File: src/rtl/intr_entry_pkg.sv
package intr_entry_pkg;
    localparam int WORD_W     = 16;
    localparam int BYTE_W     = 8;
    localparam int PHYS_W     = 20;
    localparam int VEC_W      = 8;
    localparam int IE_POS     = 9;   // interrupt enable flag position
    localparam int TRAP_POS   = 8;   // single-step flag position
    localparam int PUSH_WORDS = 3;
    localparam int VEC_BYTES  = 4;
    localparam int N_STEPS    = 2 * PUSH_WORDS + VEC_BYTES;
    localparam int STEP_W     = $clog2(N_STEPS);
    localparam int N_WRITES   = 2 * PUSH_WORDS;

    typedef enum logic [1:0] {
        SQ_IDLE = 2'd0,
        SQ_XFER = 2'd1,
        SQ_DONE = 2'd2
    } seq_state_t;

    typedef struct packed {
        logic [WORD_W-1:0] flags;
        logic [WORD_W-1:0] cs;
        logic [WORD_W-1:0] ip;
        logic [WORD_W-1:0] ss;
        logic [WORD_W-1:0] sp;
        logic [VEC_W-1:0]  vec;
    } entry_ctx_t;

    function automatic logic [PHYS_W-1:0] seg_to_phys(
        input logic [WORD_W-1:0] seg, input logic [WORD_W-1:0] off);
        return {seg, 4'b0000} + {{(PHYS_W-WORD_W){1'b0}}, off};
    endfunction

    function automatic logic vec_unmaskable(input logic [VEC_W-1:0] v);
        return (v == VEC_W'(0)) || (v == VEC_W'(2));
    endfunction
endpackage

File: src/rtl/intr_gate.sv
module intr_gate
    import intr_entry_pkg::*;
(
    input  logic             clk,
    input  logic             rst,
    input  logic             irq_req,
    input  logic [VEC_W-1:0] irq_vec,
    input  logic             ie_flag,
    input  logic             seg_ovr,
    input  logic             idle,
    output logic             accept,
    output logic [VEC_W-1:0] pend_vec
);
    logic pend;

    always_ff @(posedge clk) begin
        if (rst) begin
            pend     <= 1'b0;
            pend_vec <= '0;
        end else if (irq_req) begin
            pend     <= 1'b1;
            pend_vec <= irq_vec;
        end else if (accept) begin
            pend     <= 1'b0;
        end
    end

    assign accept = idle && pend && !seg_ovr &&
                    (ie_flag || vec_unmaskable(pend_vec));
endmodule

File: src/rtl/intr_xfer_gen.sv
module intr_xfer_gen
    import intr_entry_pkg::*;
(
    input  entry_ctx_t        ctx,
    input  logic [STEP_W-1:0] step,
    output logic [PHYS_W-1:0] addr,
    output logic              we,
    output logic [BYTE_W-1:0] wdata
);
    logic [WORD_W-1:0] push_word [PUSH_WORDS];
    logic [1:0]        widx;
    logic [WORD_W-1:0] depth;
    logic [WORD_W-1:0] off;
    logic [STEP_W-1:0] ridx;
    logic [WORD_W-1:0] cur;

    assign push_word[0] = ctx.flags;
    assign push_word[1] = ctx.cs;
    assign push_word[2] = ctx.ip;

    always_comb begin
        widx  = step[2:1];
        depth = WORD_W'({widx, 1'b0}) + WORD_W'(2);
        off   = ctx.sp - depth + WORD_W'(step[0]);
        ridx  = step - STEP_W'(N_WRITES);
        cur   = (widx < 2'(PUSH_WORDS)) ? push_word[widx] : '0;
        if (step < STEP_W'(N_WRITES)) begin
            we    = 1'b1;
            addr  = seg_to_phys(ctx.ss, off);
            wdata = step[0] ? cur[WORD_W-1:BYTE_W] : cur[BYTE_W-1:0];
        end else begin
            we    = 1'b0;
            addr  = PHYS_W'({ctx.vec, 2'b00}) + PHYS_W'(ridx);
            wdata = '0;
        end
    end
endmodule

File: src/rtl/intr_entry_seq.sv
module intr_entry_seq
    import intr_entry_pkg::*;
(
    input  logic              clk,
    input  logic              rst,
    input  logic              irq_req,
    input  logic [VEC_W-1:0]  irq_vec,
    input  logic [WORD_W-1:0] flags_in,
    input  logic [WORD_W-1:0] cs_in,
    input  logic [WORD_W-1:0] ip_in,
    input  logic [WORD_W-1:0] ss_in,
    input  logic [WORD_W-1:0] sp_in,
    input  logic              seg_ovr,
    input  logic              prefix_pend,
    output logic              mem_req,
    output logic              mem_we,
    output logic [PHYS_W-1:0] mem_addr,
    output logic [BYTE_W-1:0] mem_wdata,
    input  logic [BYTE_W-1:0] mem_rdata,
    input  logic              mem_rdy,
    output logic              busy,
    output logic              done,
    output logic              clr_ovr,
    output logic [WORD_W-1:0] new_flags,
    output logic [WORD_W-1:0] new_cs,
    output logic [WORD_W-1:0] new_ip,
    output logic [WORD_W-1:0] new_sp
);
    localparam logic [STEP_W-1:0] LAST_STEP = STEP_W'(N_STEPS - 1);
    localparam logic [WORD_W-1:0] FLAG_CLR  =
        ~((WORD_W'(1) << IE_POS) | (WORD_W'(1) << TRAP_POS));
    localparam logic [WORD_W-1:0] FRAME_SZ  = WORD_W'(2 * PUSH_WORDS);

    seq_state_t                          state;
    logic [STEP_W-1:0]                   step;
    entry_ctx_t                          ctx;
    logic [VEC_BYTES-1:0][BYTE_W-1:0]    vbytes;
    logic                                accept;
    logic [VEC_W-1:0]                    pend_vec;
    logic [STEP_W-1:0]                   ridx;

    intr_gate u_gate (
        .clk      (clk),
        .rst      (rst),
        .irq_req  (irq_req),
        .irq_vec  (irq_vec),
        .ie_flag  (flags_in[IE_POS]),
        .seg_ovr  (seg_ovr),
        .idle     (state == SQ_IDLE),
        .accept   (accept),
        .pend_vec (pend_vec)
    );

    intr_xfer_gen u_gen (
        .ctx   (ctx),
        .step  (step),
        .addr  (mem_addr),
        .we    (mem_we),
        .wdata (mem_wdata)
    );

    assign ridx = step - STEP_W'(N_WRITES);

    always_ff @(posedge clk) begin
        if (rst) begin
            state  <= SQ_IDLE;
            step   <= '0;
            ctx    <= '0;
            vbytes <= '0;
        end else begin
            case (state)
                SQ_IDLE: begin
                    if (accept) begin
                        ctx.flags <= flags_in;
                        ctx.cs    <= cs_in;
                        ctx.ip    <= ip_in - WORD_W'(prefix_pend);
                        ctx.ss    <= ss_in;
                        ctx.sp    <= sp_in;
                        ctx.vec   <= pend_vec;
                        step      <= '0;
                        state     <= SQ_XFER;
                    end
                end
                SQ_XFER: begin
                    if (mem_rdy) begin
                        if (!mem_we)
                            vbytes[ridx[1:0]] <= mem_rdata;
                        if (step == LAST_STEP)
                            state <= SQ_DONE;
                        else
                            step <= step + STEP_W'(1);
                    end
                end
                SQ_DONE: state <= SQ_IDLE;
                default: state <= SQ_IDLE;
            endcase
        end
    end

    assign mem_req   = (state == SQ_XFER);
    assign busy      = (state != SQ_IDLE);
    assign done      = (state == SQ_DONE);
    assign clr_ovr   = done;
    assign new_flags = ctx.flags & FLAG_CLR;
    assign new_sp    = ctx.sp - FRAME_SZ;
    assign new_ip    = {vbytes[1], vbytes[0]};
    assign new_cs    = {vbytes[3], vbytes[2]};
endmodule

File: config.mk
export PLATFORM = sky130hd
export DESIGN_NAME = intr_entry_seq
export DESIGN_NICKNAME = d
export VERILOG_FILES = /design/src/rtl/intr_entry_pkg.sv /design/src/rtl/intr_gate.sv /design/src/rtl/intr_xfer_gen.sv /design/src/rtl/intr_entry_seq.sv
export SDC_FILE = /design/constraint.sdc
export NUM_CORES = 1
export LEC_CHECK = 0
export ABC_CLOCK_PERIOD_IN_PS = 4600
export CAP_MARGIN = 20
export CORE_UTILIZATION = 45
export CTS_CLUSTER_SIZE = 10
export DETAILED_ROUTE_END_ITERATION = 6
export GPL_ROUTABILITY_DRIVEN = 0
export HOLD_SLACK_MARGIN = 0.08
export PLACE_DENSITY = 0.89
export SYNTH_ARGS = -nofsm -noshare
export SYNTH_HDL_FRONTEND = slang
export SYNTH_SLANG_ARGS = --single-unit
File: constraint.sdc
create_clock -name clk -period 4.6 [get_ports clk]
set_input_delay 0.92 -clock clk [delete_from_list [all_inputs] [get_ports clk]]
set_output_delay 0.92 -clock clk [all_outputs]
set_load 0.01 [all_outputs]
==> impl_metrics.env, run 1 <==
export IMPL_outcome="finished with violations"
export IMPL_failed_checks="setup timing"
export IMPL_drtAntennaViolNets=0
export IMPL_cp_top_family="compound AO/OA/AOI/OAI gates"
export IMPL_grt_pass1_wl_um=39400
export IMPL_critPathKind="reg2out"
export IMPL_route_met3_wl_um=1960
export IMPL_grt_max_degree=66
export IMPL_wl_met1_um=9870
export IMPL_setup_viol=11
export IMPL_ys_seq_elements=135
export IMPL_antenna_found_initial=0
export IMPL_drc_errors=0
export IMPL_core_um2=16600
export IMPL_syn_area_um2=7710
export IMPL_p_per_area_nw_per_um2=323
export IMPL_die_w_um=133
export IMPL_layout_nets=1397
export IMPL_io_pin_count=199
export IMPL_avgSynthCellArea_um2=7.61
export IMPL_power_leakage_uw=0.00417
export IMPL_die_y_um=133
export IMPL_start_util_pct=46.3
export IMPL_crit_fanout=4
export IMPL_wl_per_cell_um=17.7
export IMPL_cts_buffers=17
export IMPL_drt_wl_total_um=26100
export IMPL_synth_cell_type_count=58
export IMPL_drv_slew=0
export IMPL_via_count=8382
export IMPL_layout_drive_gt1_share_pct=16.6
export IMPL_ys_top_cells_by_count="nand2_1 (216), dfxtp_1 (135), a21oi_1 (130)"
export IMPL_drt_pass1_iter_count=7
export IMPL_dieArea_um2=17700
export IMPL_setup_ws_ns=-0.556
export IMPL_synth_most_common_cell="nand2_1"
export IMPL_hold_viol_final=0
export IMPL_syn2layout_area_growth_pct=46.1
export IMPL_h_tree_depth=4
export IMPL_synth_top_area_share_pct=35.1
export IMPL_cts_path_max_buffers=2
export IMPL_dp_hpwl_um=16900
export IMPL_max_slew_worst_pin_slew_ns=0.884
export IMPL_highest_layer="met4"
export IMPL_setup_tns_final_ns=-3.92
export IMPL_slowest_delay_ns=0.35
export IMPL_wl_met2_um=13000
export IMPL_cts_tree="yes"
export IMPL_root_buffer="clkbuf_16"
export IMPL_grt_pass1_vias=8200
export IMPL_power_uw=3640
export IMPL_cp_end_kind="primary output"
export IMPL_vias_per_cell=5.69
export IMPL_cp_startpoint="step[2]"
export IMPL_port_buffers=196
export IMPL_ys_async_sr_fraction_pct=0
export IMPL_r2r_start="step[1]"
export IMPL_timing_fmax_mhz=194
export IMPL_synth_flop_cell="dfxtp_1"
export IMPL_synth_edf_count=0
export IMPL_drtIter0Drc=677
export IMPL_synthCells=1013
export IMPL_final_min_clock_period_ns=5.16
export IMPL_final_util_pct=67.7
export IMPL_arrival_ns=4.24
export IMPL_synth_area_leaders="dfxtp_1 (35%), nand2_1 (11%), a21oi_1 (8.4%)"
export IMPL_insertion_delay_ns=0.42
export IMPL_rsz0062_at_grt="true"
export IMPL_n_antenna_cell=0
export IMPL_peakVddDrop_v=0.000288
export IMPL_grt_use_total_pct=28.0
export IMPL_slew_limit_headroom_pct=40.8
export IMPL_worstHoldPathType="reg2reg"
export IMPL_synth_top_cell_by_area="dfxtp_1"
export IMPL_start_kind="flop"
export IMPL_min_from="new_cs[12]"
export IMPL_grt_overflow=0
export IMPL_path_cells="ha_4, xnor2_2, ha_1, o211ai_1, o211ai_1, a31oi_1, o21ai_1, a21oi_2, xnor2_2, ha_1, buf_4, o21ai_2, nor2_2, o221ai_4, a31oi_4, xnor2_1, nor2_1, buf_2"
export IMPL_yosysSeqAreaShare_pct=35.1
export IMPL_yosys_warnings=0
export IMPL_path_clk_slew_ns=0.06
export IMPL_clock_sinks=135
export IMPL_drv_cap=0
export IMPL_crit_required_ns=3.68
export IMPL_fin_worst_skew_ns=0.00794
export IMPL_rows=47
export IMPL_finalCritPeriodShare_pct=112
export IMPL_path_buf_inv=2
export IMPL_critPathSlowestCell="ha_1"
export IMPL_postCtsHoldBufs=0
export IMPL_preCtsSetupSlack_ns=-0.573
[state kept, by name, indices dropped and copies added (netlist names)]
signal	count
new_flags	14
new_ip	16
u_gate.pend_vec	8
ctx	74
step	4
u_gate.pend	1
state	2
new_cs	16
[power by group]
part	switching (µW)	leakage, µW	internal, µW
logic	546	0.00281	551
clock network	531	0.000271	774
registers	32.8	0.00110	1210
total	1110	0.00417	2530
[cell type report]
cell class | count | area [µm²]
tap | 220 | 275
timing repair buffer | 280 | 2550
multi-input combinational | 773 | 5040
fill | 1239 | 5380
sequential | 135 | 2710
inverter | 34 | 128
clock inverter | 10 | 95.1
clock buffer | 22 | 464
[cells by family (layout without fill, tap and decap cells)]
| group | after synthesis | count (layout) | share of synthesized area, % |
|---|---|---|---|
| AOI/OAI and AO/OA | 228 | 228 | 17.0 |
| xor gates and xnor gates | 59 | 59 | 6.70 |
| adders and majority gates | 54 | 54 | 8.96 |
| buffers and inverters | 106 | 346 | 6.28 |
| DFF | 135 | 135 | 35.1 |
| muxes | 11 | 11 | 1.43 |
| other | 1 | 2 | 0.0486 |
| and+or+nand+nor | 419 | 419 | 24.5 |
[per-stage QoR]
| stage | area, µm² | std cells | hold WS (ns) |
|---|---|---|---|
| final | 11300 | 1474 | 0.454 |
| after floorplan | 7710 | 1014 | 0.431 |
| after detailed placement | 10100 | 1426 | 0.448 |
| after CTS | 10900 | 1467 | 0.455 |
| after global placement | 10100 | 1426 | 0.440 |
| after global routing | 11300 | 1474 | 0.466 |
[final timing paths]
check | endpoint | slack [ns] | cells after the start
worst min register to register | new_cs[12] | 0.45 | 2
worst max-delay path | mem_addr[19] | -0.56 | 18
worst max register to register | new_ip[3] | 1.52 | 8
worst min-delay path | new_cs[12] | 0.45 | 2
[worst reg2reg max path, cell delays in order, from the launching register on]
cell,delay (ns)
dfxtp_2,0.36
buf_6,0.13
a21o_1,0.11
buf_4,0.26
clkinv_1,0.58
nor2_2,0.86
nand2_1,0.40
nand2_1,0.19
a21oi_1,0.08
[repair_timing]
item                                    CTS  global route
endpoints found under the setup margin   14            13
pin swaps                                45            40
resized for setup                       106            52
gates cloned                              0             0
setup buffers                             9             9
[layer usage]
layer,vias up,global-route usage [%]
met5,-,0
met4,0,16.5
met3,112,8.58
met2,425,47.7
met1,3956,30.5
li1,3889,-
[cells in the final DEF (no fill, tap or decap), types with 6 or more instances in the layout]
cell type and instances:
nand2_1 211, clkdlybuf4s50_1 181, dfxtp_1 133, a21oi_1 126, buf_4 80, nor2_1 74, nand3_1 44, ha_1 41
xnor2_1 39, inv_1 31, or3_1 19, o22ai_1 17, clkbuf_16 17, a211oi_1 14, xor2_1 12, mux2i_1 11
buf_2 11, o21ai_0 10, ha_4 9, nor3_1 8, o21ai_2 8, nor2b_1 7, o21ai_1 6
(Power assumes the default switching activity.)
==> run 2: changes to the inputs <==
--- a/config.mk
+++ b/config.mk
@@ -13,6 +13,7 @@
 export GPL_ROUTABILITY_DRIVEN = 0
 export HOLD_SLACK_MARGIN = 0.08
 export PLACE_DENSITY = 0.89
+export REMOVE_ABC_BUFFERS = 1
 export SYNTH_ARGS = -nofsm -noshare
 export SYNTH_HDL_FRONTEND = slang
 export SYNTH_SLANG_ARGS = --single-unit
==> run 2 against run 1 <==
The flow still finishes with violations (setup timing). Clock power rose by 5%. First-iteration DRC count fell by 40%. Non-clock buffer count fell by 2. Design area fell by 1.8%. Worst hold slack barely moved. Core utilization fell by 1.2 points. Global-route usage fell by 1.8 points. Critical path depth rose by 1. Die area did not move. Sequential cell count did not move. Critical path type unchanged. Critical endpoint unchanged. Largest power group unchanged. Highest routed layer unchanged.
==> impl_metrics.env, run 2 (synthesized netlist as in run 1, its figures left out) <==
export IMPL_r2r_end="ctx[43]"
export IMPL_via_count=8088
export IMPL_grt_use_total_pct=26.2
export IMPL_start_kind="flop"
export IMPL_drv_slew=0
export IMPL_antenna_found_initial=0
export IMPL_drt_wl_total_um=23800
export IMPL_grt_overflow=0
export IMPL_crit_required_ns=3.68
export IMPL_cts_buffers=17
export IMPL_grt_max_degree=57
export IMPL_cp_end_kind="primary output"
export IMPL_arrival_ns=4.07
export IMPL_grt_pass1_vias=8009
export IMPL_crit_fanout=4
export IMPL_r2r_start="u_gate.pend_vec[4]"
export IMPL_power_leakage_uw=0.00414
export IMPL_drc_errors=0
export IMPL_failed_checks="setup timing"
export IMPL_grt_pass1_wl_um=37400
export IMPL_regMostFlops="ctx"
export IMPL_setup_ws_ns=-0.387
export IMPL_largest_reg_flops=74
export IMPL_finalCritPeriodShare_pct=108
export IMPL_reg2reg_slack_ns=1.94
export IMPL_drv_cap=0
export IMPL_worstHoldPathType="reg2reg"
export IMPL_root_buffer="clkbuf_16"
export IMPL_layout_commonest_cell="nand2_1"
export IMPL_r2r_cells=6
export IMPL_fin_worst_skew_ns=0.0107
export IMPL_cts_tree="yes"
export IMPL_wl_per_cell_um=16.1
export IMPL_h_tree_depth=4
export IMPL_die_w_um=133
export IMPL_start_util_pct=46.3
export IMPL_timing_fmax_mhz=201
export IMPL_vias_per_cell=5.49
export IMPL_clock_sinks=135
export IMPL_rsz0062_at_grt="true"
export IMPL_setup_viol=10
export IMPL_fill_cells=1333
export IMPL_core_um2=16600
export IMPL_mostFrequentLayoutCells="nand2_1 (213), clkdlybuf4s50_1 (181), dfxtp_1 (133)"
export IMPL_layout_nets=1395
export IMPL_stdcell_area_um2=11100
export IMPL_n_antenna_cell=0
export IMPL_drtAntennaViolNets=0
export IMPL_dpl_cell_area_um2=10100
export IMPL_layout_drive_gt1_share_pct=15.0
export IMPL_min_from="new_cs[7]"
export IMPL_die_y_um=133
export IMPL_dp_hpwl_um=16200
export IMPL_final_min_clock_period_ns=4.99
export IMPL_peakVddDrop_v=0.000258
export IMPL_whs_ns=0.453
export IMPL_p_per_area_nw_per_um2=324
export IMPL_cp_startpoint="step[1]"
export IMPL_insertion_delay_ns=0.42
export IMPL_final_util_pct=66.5
export IMPL_path_clk_slew_ns=0.06
export IMPL_postCtsHoldBufs=0
export IMPL_min_path_cells=2
export IMPL_cts_path_max_buffers=2
export IMPL_dieArea_um2=17700
export IMPL_rows=47
export IMPL_hold_viol_final=0
export IMPL_syn2layout_area_growth_pct=43.5
export IMPL_max_slew_worst_pin_slew_ns=0.935
export IMPL_critPathKind="reg2out"
export IMPL_drt_pass1_iter_count=5
export IMPL_io_pin_count=199
export IMPL_port_buffers=196
export IMPL_hold_end="new_cs[7]"
export IMPL_preCtsSetupSlack_ns=-0.565
export IMPL_outcome="finished with violations"
export IMPL_slew_limit_headroom_pct=37.4
export IMPL_drtIter0Drc=409
[run 2: changes by cell type in the layout (fill, tap and decap cells not counted), sizes merged]
cell and delta:
inv +6, buf -2, clkinv -3, clkbuf -1, clkinvlp -1, clkdlybuf4s15 -1
[run 2: stage by stage]
step / total power [µW] / instances / setup TNS (ns)
6_report: 3580 / 1472 / -3.16
5_1_grt: 3720 / 1472 / -4.89
4_1_cts: 3540 / 1470 / -2.30
3_5_place_dp: 2120 / 1428 / -4.47
3_3_place_gp: 2100 / 1428 / -3.13
2_1_floorplan: 1660 / 942 / -37.13
[run 2: where the power goes]
part	internal, µW	switching [µW]	leakage, µW
logic	503	487	0.00275
clock network	793	570	0.000287
registers	1200	27.2	0.00110
[run 2: routing by layer]
layer	GRT usage, %	share of wire (%)	vias to the layer above
met4	13.1	4.1	0
li1	-	-	3885
met2	47.6	50	348
met3	5.52	7.0	83
met5	0	0	-
met1	28.7	38	3772
[run 2: layout make-up]
cell class	instances	area, µm²	share of cell area (%)
sequential	135	2710	24.5
clock buffer	20	457	4.13
multi-input combinational	773	4840	43.8
clock inverter	12	130	1.18
tap	220	275	2.49
inverter	34	128	1.15
timing repair buffer	278	2530	22.8
[run 2: how the worst max path moves through the flow]
stage                               to  depth (start not counted)
after floorplan                ctx[49]                          3
after global placement    mem_addr[16]                         16
after detailed placement  mem_addr[16]                         16
after CTS                 mem_addr[13]                         18
after global routing      mem_addr[16]                         20
final                     mem_addr[19]                         19
[run 2: critical path, stage by stage (launching register included)]
cell      delay (ns)
dfxtp_2         0.34
ha_4            0.25
xnor2_2         0.13
ha_1            0.32
buf_6           0.13
o211ai_1        0.18
o211ai_1        0.16
a31oi_1         0.21
o21ai_1         0.11
a21oi_1         0.19
xnor2_1         0.16
ha_1            0.29
buf_6           0.14
o21ai_4         0.16
o21ai_2         0.11
o221ai_4        0.28
a31oi_2         0.14
xnor2_1         0.14
nor2_1          0.08
buf_2           0.13
[run 2: timing repair]
item | in CTS | in global routing
setup buffers | 10 | 2
resized for setup | 103 | 28
endpoints found under the setup margin | 14 | 13
pin swaps | 49 | 26
==> run 3: changes to the inputs <==
--- a/config.mk
+++ b/config.mk
@@ -7,12 +7,13 @@
 export LEC_CHECK = 0
 export ABC_CLOCK_PERIOD_IN_PS = 4600
 export CAP_MARGIN = 20
-export CORE_UTILIZATION = 45
+export CORE_UTILIZATION = 46
+export CTS_BUF_LIST = sky130_fd_sc_hd__clkbuf_4
 export CTS_CLUSTER_SIZE = 10
 export DETAILED_ROUTE_END_ITERATION = 6
 export GPL_ROUTABILITY_DRIVEN = 0
 export HOLD_SLACK_MARGIN = 0.08
-export PLACE_DENSITY = 0.89
+export PLACE_DENSITY = 0.9
 export REMOVE_ABC_BUFFERS = 1
 export SYNTH_ARGS = -nofsm -noshare
 export SYNTH_HDL_FRONTEND = slang
==> run 3 against run 2 <==
The run still ends with setup timing left. Sequential power about the same. Wire length increased by 1.5%. Clock skew is 0.017 ns higher. Non-clock buffer count increased by 5. Sequential share of layout area up 0.16 points. Worst hold slack improved by 0.010 ns. Count of clock-buffer cells in the layout down 1. Die area down 2.1%. Sequential cell count is the same.
==> impl_metrics.env, run 3 (synthesized netlist as in run 1, its figures left out) <==
export IMPL_outcome="finished with violations"
export IMPL_failed_checks="setup timing"
export IMPL_critPathSlowestCell="dfxtp_2"
export IMPL_rsz0062_at_grt="true"
export IMPL_arrival_ns=4.29
export IMPL_core_um2=16100
export IMPL_start_util_pct=47.8
export IMPL_setup_ws_ns=-0.607
export IMPL_cell_internal_pwr_uw=2080
export IMPL_h_tree_depth=4
export IMPL_die_w_um=131
export IMPL_dp_hpwl_um=15900
export IMPL_p_clk_share_pct=26.3
export IMPL_fin_worst_skew_ns=0.0278
export IMPL_critPathKind="reg2out"
export IMPL_root_buffer="clkbuf_4"
export IMPL_setup_viol=11
export IMPL_cts_tree="yes"
export IMPL_final_min_clock_period_ns=5.21
export IMPL_seqPwrFrac_pct=39.7
export IMPL_path_buf_inv=4
export IMPL_start_kind="flop"
export IMPL_cts_path_max_buffers=2
export IMPL_grt_overflow=0
export IMPL_crit_required_ns=3.68
export IMPL_layout_nets=1400
export IMPL_clock_sinks=135
export IMPL_busiest_layer="met2"
export IMPL_die_y_um=131
export IMPL_drtAntennaViolNets=0
export IMPL_dieArea_um2=17300
export IMPL_drc_errors=0
export IMPL_rows=46
export IMPL_insertion_delay_ns=0.56
export IMPL_cp_top_family="adder cells"
export IMPL_path_cells="ha_4, buf_6, nor2b_4, ha_4, o211ai_1, o211ai_1, nand2_1, nor4_4, o21ai_1, xnor2_1, ha_1, buf_4, buf_4, and3b_1, o21ai_0, o311ai_1, buf_2"
export IMPL_grt_use_total_pct=26.5
export IMPL_timing_fmax_mhz=192
export IMPL_drv_cap=0
export IMPL_switching_share_pct=33.1
export IMPL_drtIter0Drc=523
export IMPL_met2_usage_pct=48.2
export IMPL_syn2layout_area_growth_pct=42.6
export IMPL_mostFrequentLayoutCells="nand2_1 (210), clkdlybuf4s50_1 (180), dfxtp_1 (133)"
export IMPL_grt_max_degree=109
export IMPL_power_leakage_uw=0.00409
export IMPL_combPwrFrac_pct=34.0
export IMPL_drt_wl_total_um=24100
export IMPL_worstHoldPathType="reg2reg"
export IMPL_slowest_delay_ns=0.36
export IMPL_postCtsHoldBufs=0
export IMPL_layout_drive_gt1_share_pct=17.0
export IMPL_via_count=8122
export IMPL_largest_reg_flops=74
export IMPL_regMostFlops="ctx"
export IMPL_drv_slew=0
export IMPL_crit_fanout=5
export IMPL_p_sw_uw=1030
export IMPL_drt_pass1_iter_count=5
export IMPL_grt_pass1_wl_um=37400
export IMPL_p_per_area_nw_per_um2=282
export IMPL_use_met3_pct=6.56
export IMPL_peakVddDrop_v=0.000232
export IMPL_preCtsSetupSlack_ns=-0.522
export IMPL_max_slew_worst_pin_slew_ns=0.694
export IMPL_slew_limit_headroom_pct=53.7
export IMPL_finalCritPeriodShare_pct=113
export IMPL_layout_commonest_cell="nand2_1"
export IMPL_path_clk_slew_ns=0.15
export IMPL_grt_pass1_vias=7925
export IMPL_use_met1_pct=29.5
export IMPL_io_pin_count=199
export IMPL_dpl_cell_area_um2=10100
export IMPL_wl_per_cell_um=16.4
export IMPL_cts_buffers=17
export IMPL_antenna_found_initial=1
export IMPL_port_buffers=196
export IMPL_hold_viol_final=0
export IMPL_stdcell_area_um2=11000
export IMPL_cp_end_kind="primary output"
export IMPL_vias_per_cell=5.51
==> run 3: stage by stage <==
stage	utilization [%]	setup TNS, ns	total power [µW]	cells	hold slack (ns)
final	68.2	-4.49	3100	1474	0.464
after global routing	68.2	-6.92	3240	1474	0.478
after CTS	66.3	-3.73	2990	1465	0.466
after detailed placement	62.9	-4.21	2120	1424	0.448
after global placement	62.9	-3.06	2100	1424	0.442
after floorplan	-	-37.13	1660	942	0.425
==> run 3: worst min-delay path: cells and delay by family, from the launching register on <==
family | cells | cell delay [ns]
AND/OR/NAND/NOR | 1 | 0.05
AO/OA/AOI/OAI | 1 | 0.05
flip-flops | 1 | 0.34
==> run 3: routing by layer <==
metal,wire length [µm],share of wire (%)
met5,0,0
met4,840,3.5
met3,1730,7.2
met2,12100,50
met1,9460,39
==> run 3: power by group through the flow <==
stage | Combinational (µW) | Clock (µW) | Sequential (µW)
after floorplan | 409 | 0 | 1250
after global placement | 840 | 0 | 1260
after detailed placement | 860 | 0 | 1260
after CTS | 926 | 830 | 1230
after global routing | 1120 | 883 | 1240
final | 1050 | 816 | 1230
==> run 3: final timing paths <==
path / to / slack (ns) / startpoint / cells after the start
hold reg to reg: new_ip[8] / 0.46 / new_ip[8] / 2
hold / removal: new_ip[8] / 0.46 / new_ip[8] / 2
setup / recovery: mem_addr[16] / -0.61 / step[2] / 17
setup reg to reg: ctx[28] / 1.93 / u_gate.pend_vec[4] / 6
==> run 3: final cells by class <==
class                           count  area [µm²]
Inverter                           34         130
Multi-Input combinational cell    773        5000
Fill cell                        1269        5120
Clock inverter                     13         146
Antenna cell                        1        2.50
Sequential cell                   135        2710
Timing Repair Buffer              283        2590
Clock buffer                       19         143
Tap cell                          216         270
==> run 3: timing repair <==
action / 4_1_cts / 5_1_grt
setup endpoints to repair: 15 / 15
pin swaps: 43 / 54
cloned: 0 / 0
setup buffers: 9 / 8
hold endpoints to repair: 0 / 0
resized for setup: 117 / 58
